File: config.mk
export PLATFORM = sky130hd
export DESIGN_NAME = burst_seq
export DESIGN_NICKNAME = d
export VERILOG_FILES = /design/src/rtl/bseq_pkg.sv /design/src/rtl/bseq_ctrl.sv /design/src/rtl/bseq_beat.sv /design/src/rtl/bseq_addr.sv /design/src/rtl/burst_seq.sv
export SDC_FILE = /design/constraint.sdc
export NUM_CORES = 1
export LEC_CHECK = 0
export CAP_MARGIN = 20
export CELL_PAD_IN_SITES_DETAIL_PLACEMENT = 1
export CELL_PAD_IN_SITES_GLOBAL_PLACEMENT = 2
export CORE_ASPECT_RATIO = 0.5
export CORE_UTILIZATION = 23
export CTS_CLUSTER_DIAMETER = 80
export DETAILED_ROUTE_END_ITERATION = 7
export PLACE_DENSITY = 0.84
export SLEW_MARGIN = 0
export SYNTH_ARGS = -nofsm -noshare
export SYNTH_HDL_FRONTEND = slang
export SYNTH_SLANG_ARGS = --single-unit
File: constraint.sdc
create_clock -name clk -period 1.8 [get_ports clk]
set_input_delay 0.18 -clock clk [delete_from_list [all_inputs] [get_ports clk]]
set_output_delay 0.18 -clock clk [all_outputs]
set_load 0.01 [all_outputs]
File: src/rtl/bseq_pkg.sv
package bseq_pkg;

    typedef enum logic [1:0] {
        ST_IDLE  = 2'd0,
        ST_RUN   = 2'd1,
        ST_PAUSE = 2'd2
    } seq_state_t;

    typedef enum logic {
        ORD_LINEAR     = 1'b0,
        ORD_INTERLEAVE = 1'b1
    } order_t;

endpackage

File: src/rtl/bseq_ctrl.sv
module bseq_ctrl
    import bseq_pkg::*;
(
    input  logic       clk,
    input  logic       rst_n,
    input  logic       load_req,
    input  logic       adv_n,
    output logic       load_en,
    output logic       step_en,
    output seq_state_t state_o
);

    seq_state_t state_q, state_d;

    // State register
    always_ff @(posedge clk) begin
        if (!rst_n) state_q <= ST_IDLE;
        else        state_q <= state_d;
    end

    // Next state: T_LOAD, T_STEP, T_STALL, T_WAIT
    always_comb begin
        state_d = state_q;
        unique case (state_q)
            ST_IDLE: begin
                if (load_req) state_d = ST_RUN;      // T_LOAD
                else          state_d = ST_IDLE;     // T_WAIT
            end
            ST_RUN, ST_PAUSE: begin
                if (load_req)    state_d = ST_RUN;   // T_LOAD
                else if (!adv_n) state_d = ST_RUN;   // T_STEP
                else             state_d = ST_PAUSE; // T_STALL
            end
            default: state_d = ST_IDLE;
        endcase
    end

    // Outputs
    always_comb begin
        load_en = 1'b0;
        step_en = 1'b0;
        unique case (state_q)
            ST_IDLE: begin
                load_en = load_req;
            end
            ST_RUN, ST_PAUSE: begin
                load_en = load_req;
                step_en = !load_req && !adv_n;
            end
            default: begin
                load_en = 1'b0;
                step_en = 1'b0;
            end
        endcase
    end

    assign state_o = state_q;

    // the state machine leaves idle only through a strobe
    a_r9_idle_exit_needs_load: assert property (@(posedge clk) disable iff (!rst_n)
        (state_q == ST_IDLE && !load_req) |=> (state_q == ST_IDLE));

    // a held cycle lands in the pause state
    a_r7_stall_pauses: assert property (@(posedge clk) disable iff (!rst_n)
        (state_q != ST_IDLE && !load_req && adv_n) |=> (state_q == ST_PAUSE));

endmodule

File: src/rtl/bseq_beat.sv
module bseq_beat #(
    parameter int BURST_BITS = 2
) (
    input  logic                  clk,
    input  logic                  rst_n,
    input  logic                  load_en,
    input  logic                  step_en,
    output logic [BURST_BITS-1:0] beat_o
);

    logic [BURST_BITS-1:0] beat_q;

    always_ff @(posedge clk) begin
        if (!rst_n)       beat_q <= '0;
        else if (load_en) beat_q <= '0;
        else if (step_en) beat_q <= beat_q + 1'b1;
    end

    assign beat_o = beat_q;

    // a load restarts the beat count
    a_r3_load_clears_beat: assert property (@(posedge clk) disable iff (!rst_n)
        load_en |=> (beat_o == '0));

    // a step moves exactly one beat, wrapping modulo the burst length
    a_r4_step_by_one: assert property (@(posedge clk) disable iff (!rst_n)
        (step_en && !load_en) |=> (beat_o == BURST_BITS'($past(beat_o) + 1'b1)));

    // no load and no step means the beat is held
    a_r7_beat_held: assert property (@(posedge clk) disable iff (!rst_n)
        (!step_en && !load_en) |=> $stable(beat_o));

endmodule

File: src/rtl/bseq_addr.sv
module bseq_addr
    import bseq_pkg::*;
#(
    parameter int ADDR_W     = 16,
    parameter int BURST_BITS = 2
) (
    input  logic                  clk,
    input  logic                  rst_n,
    input  logic                  load_en,
    input  order_t                order,
    input  logic [ADDR_W-1:0]     ext_addr,
    input  logic [BURST_BITS-1:0] beat,
    output logic [ADDR_W-1:0]     addr_o
);

    localparam int HI_W = ADDR_W - BURST_BITS;

    logic [ADDR_W-1:0]     base_q;
    logic [BURST_BITS-1:0] low_lin, low_int, low_sel;

    always_ff @(posedge clk) begin
        if (!rst_n)       base_q <= '0;
        else if (load_en) base_q <= ext_addr;
    end

    assign low_lin = base_q[BURST_BITS-1:0] + beat;
    assign low_int = base_q[BURST_BITS-1:0] ^ beat;

    always_comb begin
        unique case (order)
            ORD_LINEAR:     low_sel = low_lin;
            ORD_INTERLEAVE: low_sel = low_int;
            default:        low_sel = low_int;
        endcase
    end

    assign addr_o = {base_q[ADDR_W-1:BURST_BITS], low_sel};

    // a load captures the full external address
    a_r2_base_capture: assert property (@(posedge clk) disable iff (!rst_n)
        load_en |=> (base_q == $past(ext_addr)));

    // the base holds between loads
    a_r8_base_held: assert property (@(posedge clk) disable iff (!rst_n)
        !load_en |=> $stable(base_q));

    initial begin
        a_r8_width_ok: assert (HI_W > 0);
    end

endmodule

File: src/rtl/burst_seq.sv
module burst_seq
    import bseq_pkg::*;
#(
    parameter int ADDR_W     = 16,
    parameter int BURST_BITS = 2
) (
    input  logic              clk,
    input  logic              rst_n,
    input  logic              strobe_a_n,
    input  logic              strobe_b_n,
    input  logic              adv_n,
    input  logic              order_mode,
    input  logic [ADDR_W-1:0] ext_addr,
    output logic [ADDR_W-1:0] cur_addr
);

    logic                  load_req;
    logic                  load_en;
    logic                  step_en;
    logic [BURST_BITS-1:0] beat;
    seq_state_t            state;

    assign load_req = !strobe_a_n || !strobe_b_n;

    bseq_ctrl u_ctrl (
        .clk      (clk),
        .rst_n    (rst_n),
        .load_req (load_req),
        .adv_n    (adv_n),
        .load_en  (load_en),
        .step_en  (step_en),
        .state_o  (state)
    );

    bseq_beat #(.BURST_BITS(BURST_BITS)) u_beat (
        .clk     (clk),
        .rst_n   (rst_n),
        .load_en (load_en),
        .step_en (step_en),
        .beat_o  (beat)
    );

    bseq_addr #(.ADDR_W(ADDR_W), .BURST_BITS(BURST_BITS)) u_addr (
        .clk      (clk),
        .rst_n    (rst_n),
        .load_en  (load_en),
        .order    (order_t'(order_mode)),
        .ext_addr (ext_addr),
        .beat     (beat),
        .addr_o   (cur_addr)
    );

    // any strobe puts the external address on the output next cycle
    a_r2_strobe_loads: assert property (@(posedge clk) disable iff (!rst_n)
        (load_req && $stable(order_mode)) |=> (cur_addr == $past(ext_addr)));

    // while idle the output stays at the reset value
    a_r9_idle_zero: assert property (@(posedge clk) disable iff (!rst_n)
        (state == ST_IDLE && !load_req) |=> (cur_addr == '0));

    // the upper bits only change on a strobe
    a_r8_upper_stable: assert property (@(posedge clk) disable iff (!rst_n)
        !load_req |=> $stable(cur_addr[ADDR_W-1:BURST_BITS]));

endmodule

==> impl_metrics.json <==
{
  "synth.ff_latch_count": 20,
  "cts_tree": "yes",
  "path_buf_inv": 1,
  "drt-initial-drc-count": 10,
  "first_pass_iters": 2,
  "powerDensity_mw_per_mm2": 745,
  "cts_max_level": 1,
  "timing.rr.end": "u_beat.beat_o[1]$_SDFFE_PP0P_",
  "p_leak_nw": 0.550,
  "synth_cells": 113,
  "clock_path_buffers": 2,
  "rsz0062_at_grt": "false",
  "ys_warn_count": 0,
  "p_clk_share_pct": 33.9,
  "dieArea_sq_mm": 0.00442,
  "dp_hpwl_um": 1700,
  "track_usage_pct": 10.0,
  "drt_wl_total_um": 2160,
  "hp-start": "u_addr.base_q[8]$_SDFFE_PN0P_",
  "synth.net_count": 139,
  "grt_pass1_vias": 796,
  "yosysUniqueCellTypes": 23,
  "cp_slowest_cell": "clkdlybuf4s50_1",
  "drc": 0,
  "fin_skew_ps": 1.80,
  "overflow": 0,
  "placed_area_sq_mm": 0.00130,
  "yosysSeqAreaShare_pct": 42.0,
  "hold_path_class": "flip-flop to flip-flop",
  "post-route-period-util_pct": 88.2,
  "stdcell_count": 193,
  "p_int_mw": 0.777,
  "nNetsFinal": 166,
  "wl_per_cell_um": 11.2,
  "switching_share_pct": 23.1,
  "vdd_drop_max_uv": 255,
  "vias": 783,
  "grt_pass1_wl_um": 3380,
  "drv_slew": 0,
  "layout-drive-gt1-share_pct": 6.47,
  "setup-tns-final_ps": 0,
  "required_ps": 1620,
  "pre_cts_ws_ps": 223,
  "switchingPower_mw": 0.234,
  "io_pins": 38,
  "fp.dieW_um": 93.1,
  "p_comb_share_pct": 18.4,
  "worst_slack_ps": 212,
  "fin_area_sq_mm": 0.00136,
  "outcome": "finished, final reports clean",
  "regToRegSetupSlack_ps": 270,
  "drtAntennaViolNets": 0,
  "worst-path-max-fanout": 4,
  "antenna_cells": 0,
  "worst-r2r-cell-count": 5,
  "drv_cap": 0,
  "cts_sinks": 20,
  "crit_family": "buffers and inverters",
  "p_seq_share_pct": 47.7,
  "crit_type": "flip-flop to output pin",
  "fmax_mhz": 630,
  "placedCellCount": 189,
  "io_buffers": 37,
  "syn_to_final_growth_pct": 42.4,
  "root_buffer": "clkbuf_8",
  "synth_area_sq_um": 953,
  "gp_congestion": 0.707,
  "min_period_ps": 1590,
  "avgSynthCellArea_sq_um": 8.44,
  "clk_pin_slew_ps": 70,
  "cts_made_buffers": 3,
  "antenna_found_initial": 0,
  "relSlewSlack_pct": 81.4,
  "timing.hold.worst_path_depth": 2,
  "cp-start-kind": "flip-flop",
  "tightest_slew_ps": 279,
  "critical_path_arrival_ps": 1410,
  "r2r-start": "u_ctrl.state_o[0]$_SDFF_PN0_",
  "fp.coreArea_sq_mm": 0.00394,
  "min_to": "u_addr.base_q[8]$_SDFFE_PN0P_",
  "setup_viol": 0,
  "start_util_pct": 24.2,
  "hold_violations": 0,
  "path_cells": "ha_1, clkdlybuf4s50_1",
  "clk_latency_ps": 260,
  "die_h_um": 47.5,
  "worstSetupEndpointType": "output pin",
  "rows": 16,
  "grt_max_degree": 16,
  "viasPerCell": 4.06,
  "cp_slowest_stage_delay_ps": 530
}
## synthesized netlist by cell type, drive strengths merged
master    n  area share, %
nand2    33             13
a21oi     3            2.0
nand4b    1           0.92
buf      17             13
o21ai     1           0.52
or3       1           0.66
nor2b     1           0.66
dfxtp    20             42
nor3b     1           0.79
and3      1           0.66
xnor2     2            1.8
nor2      2           0.79
clkbuf    2           0.79
a21boi   16             13
inv       4            1.6
ha        4            5.2
a21o      1           0.79
a2bb2oi   1           0.92
o21a      1           0.79
nand4     1           0.66
## flip-flops by register name, summed over array words and instances (netlist names)
signal          cells
u_addr.base_q      16
u_beat.beat_o       2
u_ctrl.state_o      2
## metrics by stage
step / hold WS [ps] / utilization [%] / power [mW]
floorplan: 314 / - / 0.591
global placement: 443 / 33.1 / 0.678
detailed placement: 448 / 33.1 / 0.683
CTS: 459 / 34.4 / 1.03
global route: 483 / 34.4 / 1.06
finish: 457 / 34.4 / 1.01
## how the worst max path moves through the flow
| stage | start | to | slack, ps | cells past startpoint |
|---|---|---|---|---|
| 2_1_floorplan | u_ctrl.state_o[0]$_SDFF_PN0_ | u_beat.beat_o[1]$_SDFFE_PP0P_ | 470 | 5 |
| 3_3_place_gp | order_mode | cur_addr[1] | 210 | 4 |
| 3_5_place_dp | order_mode | cur_addr[1] | 220 | 4 |
| 4_1_cts | u_beat.beat_o[0]$_SDFFE_PP0P_ | cur_addr[0] | 200 | 2 |
| 5_1_grt | u_beat.beat_o[0]$_SDFFE_PP0P_ | cur_addr[1] | 160 | 4 |
| 6_report | u_beat.beat_o[0]$_SDFFE_PP0P_ | cur_addr[0] | 210 | 2 |
## final cells by class
cell class | count | area (sq um)
Inverter | 4 | 15.0
Sequential cell | 20 | 400
Clock buffer | 4 | 55.1
Timing Repair Buffer | 41 | 412
Multi-Input combinational cell | 70 | 408
Tap cell | 54 | 67.6
Fill cell | 470 | 2590
## layout by cell type, fill, tap and decap left out, types with 2 or more instances in the layout
cell | synthesis | layout
a21boi_1 | 10 | 10
inv_1 | 4 | 4
a21boi_0 | 6 | 6
ha_1 | 4 | 4
nor2_1 | 2 | 2
nand2_1 | 33 | 33
clkdlybuf4s50_1 | 0 | 36
clkbuf_8 | 0 | 4
xnor2_1 | 2 | 2
dfxtp_1 | 20 | 20
a21oi_1 | 2 | 2
buf_4 | 15 | 3
## power groups by stage
stage / Combinational (mW) / Sequential, mW / Clock (mW)
4_1_cts: 0.190 / 0.483 / 0.356
2_1_floorplan: 0.101 / 0.489 / 0
3_3_place_gp: 0.186 / 0.492 / 0
3_5_place_dp: 0.190 / 0.493 / 0
6_report: 0.186 / 0.482 / 0.342
5_1_grt: 0.204 / 0.486 / 0.372
## worst reg2reg max path, delay by kind of cell, from the launching register on
| family | cells | cell delay [ps] |
|---|---|---|
| adder cells (fa/ha/maj) | 1 | 340 |
| flip-flops | 1 | 370 |
| buffers and inverters | 1 | 60 |
| AND/OR/NAND/NOR | 2 | 540 |
| AO/OA/AOI/OAI | 1 | 150 |
## logic make-up after synthesis
group	share of synthesized area [%]
buf+inv	15.2
xor+xnor	1.84
fa+ha+maj	5.25
compound gates	17.6
flops	42.0
simple gates	18.1
## routing by layer
| layer | vias up | track usage [%] | wire length (um) |
|---|---|---|---|
| li1 | 402 | - | - |
| met1 | 369 | 11.2 | 974 |
| met3 | 0 | 3.02 | 69 |
| met4 | 0 | 1.85 | 0 |
| met5 | - | 0 | 0 |
| met2 | 12 | 20.0 | 1120 |
## what timing repair did
item / in CTS / in global routing
endpoints found under the setup margin: 1 / 0
hold buffers: 0 / 0
resized for setup: 1 / 0
hold endpoints to repair: 0 / 0
buffers inserted: 0 / 0
No activity file was read; power rests on OpenSTA's default activity.
